### src/rtl/zbus_pkg.sv
package zbus_pkg;
  localparam int NZ   = 3;
  localparam int IA_W = 22;

  typedef enum logic [2:0] {
    ST_IDLE,
    ST_LEAD,
    ST_ACT,
    ST_TRAIL,
    ST_REL,
    ST_GRANT
  } zst_t;

  function automatic logic [IA_W-1:0] zone_base(input int idx);
    case (idx)
      0:       return 22'h004000;
      1:       return 22'h100000;
      default: return 22'h200000;
    endcase
  endfunction

  function automatic logic [IA_W-1:0] zone_span(input int idx);
    case (idx)
      0:       return 22'h001000;
      default: return 22'h100000;
    endcase
  endfunction
endpackage

### src/rtl/zbus_zone_dec.sv
module zbus_zone_dec
  import zbus_pkg::*;
(
  input  logic [IA_W-1:0] addr,
  output logic [NZ-1:0]   hit_oh,
  output logic            hit
);
  for (genvar g = 0; g < NZ; g++) begin : g_zone
    logic [IA_W-1:0] lo;
    logic [IA_W-1:0] hi;
    assign lo        = zone_base(g);
    assign hi        = zone_base(g) + zone_span(g);
    assign hit_oh[g] = (addr >= lo) && (addr < hi);
  end
  assign hit = |hit_oh;
endmodule

### src/rtl/zbus_phase_cnt.sv
module zbus_phase_cnt #(
  parameter int CW = 4
) (
  input  logic          clk,
  input  logic          rst_n,
  input  logic          load,
  input  logic [CW-1:0] load_val,
  output logic          last
);
  logic [CW-1:0] cnt;

  always_ff @(posedge clk or negedge rst_n) begin
    if (!rst_n) begin
      cnt <= '0;
    end else if (load) begin
      cnt <= (load_val == '0) ? CW'(1) : load_val;
    end else if (cnt > CW'(1)) begin
      cnt <= cnt - CW'(1);
    end
  end

  assign last = (cnt <= CW'(1));
endmodule

### src/rtl/zbus_pin_map.sv
module zbus_pin_map
  import zbus_pkg::*;
#(
  parameter int DW  = 32,
  parameter int EAW = 20
) (
  input  logic           busy,
  input  logic           in_act,
  input  logic           wr,
  input  logic           wide,
  input  logic [1:0]     hwen,
  input  logic [EAW-1:0] addr,
  input  logic [DW-1:0]  wdata,
  input  logic [NZ-1:0]  zone,
  output logic [EAW-2:0] ext_addr,
  output logic           ext_a0_wehi_n,
  output logic [NZ-1:0]  ext_cs_n,
  output logic           ext_rd_n,
  output logic           ext_we_n,
  output logic           ext_rnw,
  output logic [DW-1:0]  ext_data_o,
  output logic           ext_data_oe
);
  localparam int HW = DW / 2;

  logic we_lo;
  logic we_hi;

  assign we_lo = in_act && wr && (wide ? hwen[0] : 1'b1);
  assign we_hi = in_act && wr && wide && hwen[1];

  assign ext_addr      = addr[EAW-1:1];
  assign ext_a0_wehi_n = wide ? ~we_hi : addr[0];
  assign ext_cs_n      = ~(zone & {NZ{busy}});
  assign ext_rd_n      = ~(in_act && !wr);
  assign ext_we_n      = ~we_lo;
  assign ext_rnw       = busy ? ~wr : 1'b1;
  assign ext_data_oe   = busy && wr;
  assign ext_data_o    = wide ? wdata : {{(DW-HW){1'b0}}, wdata[HW-1:0]};
endmodule

### src/rtl/zbus_ctrl.sv
module zbus_ctrl
  import zbus_pkg::*;
#(
  parameter int CW  = 4,
  parameter int DW  = 32,
  parameter int EAW = 20
) (
  input  logic             clk,
  input  logic             rst_n,
  input  logic             req_valid,
  output logic             req_ready,
  input  logic [IA_W-1:0]  req_addr,
  input  logic             req_write,
  input  logic [DW-1:0]    req_wdata,
  input  logic [1:0]       req_hwen,
  output logic             rsp_valid,
  output logic             rsp_err,
  output logic [DW-1:0]    rsp_rdata,
  input  logic [NZ*CW-1:0] cfg_lead,
  input  logic [NZ*CW-1:0] cfg_active,
  input  logic [NZ*CW-1:0] cfg_trail,
  input  logic [NZ-1:0]    cfg_wide,
  output logic [EAW-2:0]   ext_addr,
  output logic             ext_a0_wehi_n,
  output logic [NZ-1:0]    ext_cs_n,
  output logic             ext_rd_n,
  output logic             ext_we_n,
  output logic             ext_rnw,
  output logic [DW-1:0]    ext_data_o,
  output logic             ext_data_oe,
  input  logic [DW-1:0]    ext_data_i,
  input  logic             ext_ready,
  output logic             ext_bus_oe,
  input  logic             ext_hold_req,
  output logic             ext_hold_ack
);
  localparam int HW = DW / 2;

  zst_t           st;
  logic [NZ-1:0]  zone_q;
  logic [EAW-1:0] addr_q;
  logic           wr_q;
  logic           wide_q;
  logic [1:0]     hwen_q;
  logic [DW-1:0]  wdata_q;

  logic [NZ-1:0]  dec_oh;
  logic           dec_hit;
  logic [CW-1:0]  lead_sel;
  logic [CW-1:0]  act_sel;
  logic [CW-1:0]  trl_sel;
  logic           wide_sel;
  logic           accept;
  logic           ph_last;
  logic           ph_load;
  logic [CW-1:0]  ph_val;
  logic           busy;
  logic           in_act;

  zbus_zone_dec u_dec (
    .addr   (req_addr),
    .hit_oh (dec_oh),
    .hit    (dec_hit)
  );

  always_comb begin
    lead_sel = '0;
    act_sel  = '0;
    trl_sel  = '0;
    wide_sel = 1'b0;
    for (int i = 0; i < NZ; i++) begin
      if (dec_oh[i]) begin
        lead_sel = lead_sel | cfg_lead[i*CW +: CW];
        wide_sel = wide_sel | cfg_wide[i];
      end
      if (zone_q[i]) begin
        act_sel = act_sel | cfg_active[i*CW +: CW];
        trl_sel = trl_sel | cfg_trail[i*CW +: CW];
      end
    end
  end

  assign req_ready = (st == ST_IDLE) && !ext_hold_req;
  assign accept    = req_valid && req_ready;
  assign busy      = (st == ST_LEAD) || (st == ST_ACT) || (st == ST_TRAIL);
  assign in_act    = (st == ST_ACT);

  always_comb begin
    ph_load = 1'b0;
    ph_val  = lead_sel;
    case (st)
      ST_IDLE: begin
        ph_load = accept && dec_hit;
        ph_val  = lead_sel;
      end
      ST_LEAD: begin
        ph_load = ph_last;
        ph_val  = act_sel;
      end
      ST_ACT: begin
        ph_load = ph_last && ext_ready;
        ph_val  = trl_sel;
      end
      default: begin
        ph_load = 1'b0;
        ph_val  = trl_sel;
      end
    endcase
  end

  zbus_phase_cnt #(.CW(CW)) u_cnt (
    .clk      (clk),
    .rst_n    (rst_n),
    .load     (ph_load),
    .load_val (ph_val),
    .last     (ph_last)
  );

  always_ff @(posedge clk or negedge rst_n) begin
    if (!rst_n) begin
      st        <= ST_IDLE;
      zone_q    <= '0;
      addr_q    <= '0;
      wr_q      <= 1'b0;
      wide_q    <= 1'b0;
      hwen_q    <= '0;
      wdata_q   <= '0;
      rsp_valid <= 1'b0;
      rsp_err   <= 1'b0;
      rsp_rdata <= '0;
    end else begin
      rsp_valid <= 1'b0;
      case (st)
        ST_IDLE: begin
          if (ext_hold_req) begin
            st <= ST_REL;
          end else if (req_valid) begin
            if (dec_hit) begin
              st      <= ST_LEAD;
              zone_q  <= dec_oh;
              addr_q  <= req_addr[EAW-1:0];
              wr_q    <= req_write;
              wide_q  <= wide_sel;
              hwen_q  <= req_hwen;
              wdata_q <= req_wdata;
            end else begin
              rsp_valid <= 1'b1;
              rsp_err   <= 1'b1;
              rsp_rdata <= '0;
            end
          end
        end
        ST_LEAD: begin
          if (ph_last) st <= ST_ACT;
        end
        ST_ACT: begin
          if (ph_last && ext_ready) begin
            st <= ST_TRAIL;
            if (wr_q)        rsp_rdata <= '0;
            else if (wide_q) rsp_rdata <= ext_data_i;
            else             rsp_rdata <= {{(DW-HW){1'b0}}, ext_data_i[HW-1:0]};
          end
        end
        ST_TRAIL: begin
          if (ph_last) begin
            st        <= ST_IDLE;
            zone_q    <= '0;
            rsp_valid <= 1'b1;
            rsp_err   <= 1'b0;
          end
        end
        ST_REL: begin
          st <= ST_GRANT;
        end
        ST_GRANT: begin
          if (!ext_hold_req) st <= ST_IDLE;
        end
        default: st <= ST_IDLE;
      endcase
    end
  end

  assign ext_bus_oe   = (st != ST_REL) && (st != ST_GRANT);
  assign ext_hold_ack = (st == ST_GRANT);

  zbus_pin_map #(.DW(DW), .EAW(EAW)) u_pins (
    .busy          (busy),
    .in_act        (in_act),
    .wr            (wr_q),
    .wide          (wide_q),
    .hwen          (hwen_q),
    .addr          (addr_q),
    .wdata         (wdata_q),
    .zone          (zone_q),
    .ext_addr      (ext_addr),
    .ext_a0_wehi_n (ext_a0_wehi_n),
    .ext_cs_n      (ext_cs_n),
    .ext_rd_n      (ext_rd_n),
    .ext_we_n      (ext_we_n),
    .ext_rnw       (ext_rnw),
    .ext_data_o    (ext_data_o),
    .ext_data_oe   (ext_data_oe)
  );
endmodule

### config.mk
export PLATFORM = sky130hd
export DESIGN_NAME = zbus_ctrl
export DESIGN_NICKNAME = d
export VERILOG_FILES = /design/src/rtl/zbus_pkg.sv /design/src/rtl/zbus_zone_dec.sv /design/src/rtl/zbus_phase_cnt.sv /design/src/rtl/zbus_pin_map.sv /design/src/rtl/zbus_ctrl.sv
export SDC_FILE = /design/constraint.sdc
export NUM_CORES = 1
export LEC_CHECK = 0
export BUFFER_PORTS_ARGS = -buffer_cell sky130_fd_sc_hd__clkbuf_2
export CAP_MARGIN = 20
export CELL_PAD_IN_SITES_DETAIL_PLACEMENT = 1
export CELL_PAD_IN_SITES_GLOBAL_PLACEMENT = 2
export CORE_MARGIN = 2
export CORE_UTILIZATION = 27
export CTS_BUF_LIST = sky130_fd_sc_hd__clkbuf_4 sky130_fd_sc_hd__clkbuf_8
export CTS_CLUSTER_DIAMETER = 150
export CTS_CLUSTER_SIZE = 12
export DETAILED_ROUTE_END_ITERATION = 12
export HOLD_SLACK_MARGIN = 0.06
export MAX_ROUTING_LAYER = met4
export PLACE_DENSITY = 0.9
export SLEW_MARGIN = 0
export SYNTH_ARGS = -nofsm -noshare
export SYNTH_HDL_FRONTEND = slang
export SYNTH_SLANG_ARGS = --single-unit
export TNS_END_PERCENT = 20
### constraint.sdc
create_clock -name clk -period 2.65 [get_ports clk]
set_input_delay 0.1325 -clock clk [delete_from_list [all_inputs] [get_ports clk]]
set_output_delay 0.1325 -clock clk [all_outputs]
set_load 0.01 [all_outputs]
==> flow_summary.yaml <==
routing:
  first_pass_iters: 5
  vias_per_cell: 4.585
  wirelength_mm: 16.04
  drt-initial-drc-count: 169
  routedWlPerCell_um: 16.08
  drt.antenna.violating_nets: 0
  vias: 4576
  drc_errors: 0
sta:
  setup_tns_ps: 0
  max_freq_mhz: 414.7
  worst_pin_slew_ps: 709.0
  max_slew_margin: 0.5274
  skew_ps: 17.28
  timing.final.crit_share: 0.9100
  setup_violations: 0
  hold_ws_ps: 86.97
  period_needed_ps: 2412
  grt_setup_unrepaired: "false"
  finalHoldViolCount: 0
  slew_violations: 0
worst_setup_path:
  critPathSlowestCell: "dlygate4sd3_1"
  r2r_cells: 8
  reg2reg_slack_ps: 270
  worstPathRequired_ps: 2960
  crit_top_cell: "dlygate4sd3_1"
  path_max_fanout: 11
  path_class: "input pin to register"
  max_stage_delay_ps: 580
  r2r_end: "zone_q[0]"
  path_cells: "dlygate4sd3_1 > clkbuf_2 > nor4b_1 > nand2_2 > a21oi_2 > nand3_4 > o41ai_1 > dlygate4sd3_1"
  crit_family: "buffers and inverters"
  rr_startpoint: "u_cnt.cnt[0]"
  arrival_ps: 2730
  endpoint_kind: "register"
  startpoint_type: "input pin"
  crit_buf_inv: 3
clock_network:
  root_buffer: "clkbuf_8"
  clock_sinks: 100
  clkSlewWorstSetupHoldPaths_ps: 110
  clock_path_buffers: 2
  cts_made_buffers: 9
  cts_tree: "yes"
  clock_latency_ps: 370
  htreeDepth: 3
logic_synthesis:
  synth_compound_area_frac: 0.1427
  yosysUniqueCellTypes: 47
  post-synth-top-area-fraction: 0.5375
  synth-adder-area-share: 0.005375
  async_flop_share: 1.000
  synth-simple-area-share: 0.2228
  yosysMostFrequentCell: "nand2_1"
  avgSynthCellArea_um2: 9.482
  syn-num-nets: 626
  syn-instance-count: 491
  synth_edf_count: 0
  synthTopCellsByCount: "nand2_1, dfrtp_1, buf_4"
  synth_xor_area_frac: 0.005644
  ys.flop_type: "dfrtp_1"
  synth_top_family_by_area: "simple AND/OR/NAND/NOR gates"
  synthTopCellsByArea: "dfrtp_1, nand2_1, a22o_1, buf_4, and2_1"
  yosys_warnings: 0
  synth_mux_area_frac: 0
  ys_ff_latch: 100
  synth_top_area_cell: "dfrtp_1"
  yosysSeqAreaShare: 0.5375
  syn_area_um2: 4656
grt:
  grt_util_met3: 0.02955
  grt_overflow_total: 0
  grt_busiest_layer: "met2"
  grt_max_degree: 63
  grt_use_total: 0.1813
  grt_pass1_wl_mm: 25.23
  global_route.usage.met1: 0.2012
  grt_pass1_vias: 5017
  antenna_found_initial: 1
  met2_usage: 0.3249
floorplanning:
  core_um2: 17060
  initial_utilization: 0.2730
  ios: 229
  fp.dieArea_um2: 18310
  rows: 48
  fp.dieW_um: 135.3
  die_y_um: 135.3
pwr:
  p_leak_uw: 0.003673
  p_int_uw: 3588
  power.density_nw_per_um2: 852.6
  combPwrFrac: 0.389
  switching_share: 0.3916
  clkPwrFrac: 0.179
  switchingPower_uw: 2310
  pwr-share-seq: 0.432
  peakVddDrop_v: 0.0003467
run_status:
  status: "completed"
min_path:
  hp-class: "input pin to register"
  worstHoldEndpoint: "u_cnt.cnt[3]"
  hold_depth: 3
  hp-start: "cfg_lead[3]"
placed_design:
  portBuffers: 228
  dpl.hpwl_mm: 10.34
  gp_congestion: 0.7701
final_layout:
  area_growth_pct: 48.59
  final_nets: 902
  drive_gt1_frac: 0.3407
run:
  cap_viol_max_count: 0
metal layers:
layer / routed length (um) / vias to the layer above / share of wire
met5: 0 / - / 0
met4: 437 / 0 / 0.027
met3: 693 / 32 / 0.043
met2: 8360 / 143 / 0.52
met1: 6551 / 2237 / 0.41
li1: - / 2164 / -
layout by cell type, fill, tap and decap left out, drive strengths merged, types with 2 or more instances in the layout:
cell and n:
clkbuf 236, nand2 184, dfrtp 100, dlygate4sd3 90, a22o 33, and2 17
nor2 14, inv 10, o21ai 9, buf 8, a222oi 6, a21oi 5
a22oi 4, nand3 4, nor4 4, nor3 4, a221oi 4, o21a 3
a211oi 3, clkinv 3, nor4b 2, nand2b 2, nand3b 2, and3 2
a31oi 2, or3 2, xnor2 2, a311oi 2, a211o 2, ha 2
nor2b 2
metrics by stage:
step	utilization	instance area [um^2]	instances	setup WS, ps	total power [uW]
2_1_floorplan	-	4656	491	740.2	4070
3_3_place_gp	0.3394	5789	891	545.3	4681
3_5_place_dp	0.3394	5789	891	474.2	4744
4_1_cts	0.4049	6905	997	115.4	5942
5_1_grt	0.4056	6918	998	48.96	6372
6_report	0.4056	6918	998	238.5	5898
sequential cells by signal, indices dropped and copies added (netlist names):
signal,count
wdata_q,32
hwen_q,2
u_cnt.cnt,4
wide_q,1
rsp_valid,1
zone_q,3
wr_q,1
st,3
rsp_err,1
rsp_rdata,32
addr_q,20
kinds of logic (layout without fill, tap and decap cells):
kind of cell,count (synthesis),in the layout
AND/OR/NAND/NOR,240,240
flip-flops,100,100
AO/OA/AOI/OAI,79,79
buffers and inverters,67,348
XOR/XNOR,3,3
adder cells (fa/ha/maj),2,2
other,0,1
worst max path at each step:
stage | start | endpoint | slack [ps] | depth (start not counted)
final | req_addr[15] | zone_q[0] | 240 | 8
after floorplan | u_cnt.cnt[0] | rsp_rdata[10] | 740 | 8
after global placement | st[0] | u_cnt.cnt[1] | 550 | 6
after CTS | req_addr[15] | zone_q[0] | 120 | 8
after detailed placement | st[1] | u_cnt.cnt[0] | 470 | 6
after global routing | req_addr[17] | zone_q[0] | 50 | 8
worst min-delay path: cells and delay by family:
| kind | cells | cell delay [ps] |
|---|---|---|
| buffers and inverters | 1 | 90 |
| AO/OA/AOI/OAI | 2 | 190 |
power by group through the flow:
stage | clock network (uW) | logic (uW) | registers (uW)
2_1_floorplan | 0 | 1650 | 2420
3_3_place_gp | 0 | 2130 | 2550
3_5_place_dp | 0 | 2180 | 2570
4_1_cts | 1110 | 2290 | 2530
5_1_grt | 1180 | 2560 | 2630
6_report | 1060 | 2290 | 2550
area by class of cell:
cell class / count / area (um^2)
tap: 225 / 281.5
antenna: 1 / 2.502
sequential: 100 / 2502
clock buffer: 9 / 123.9
clock inverter: 7 / 91.34
multi-input combinational: 324 / 1768
timing repair buffer: 325 / 2122
inverter: 7 / 26.28
fill: 2033 / 10140
repair_timing:
action / CTS / global route
hold buffers: 90 / 0
setup endpoints to repair: 0 / 1
gates resized for setup: 0 / 2
buffers inserted: 0 / 0
hold endpoints to repair: 139 / 0
No activity file was read; power rests on OpenSTA's default activity.
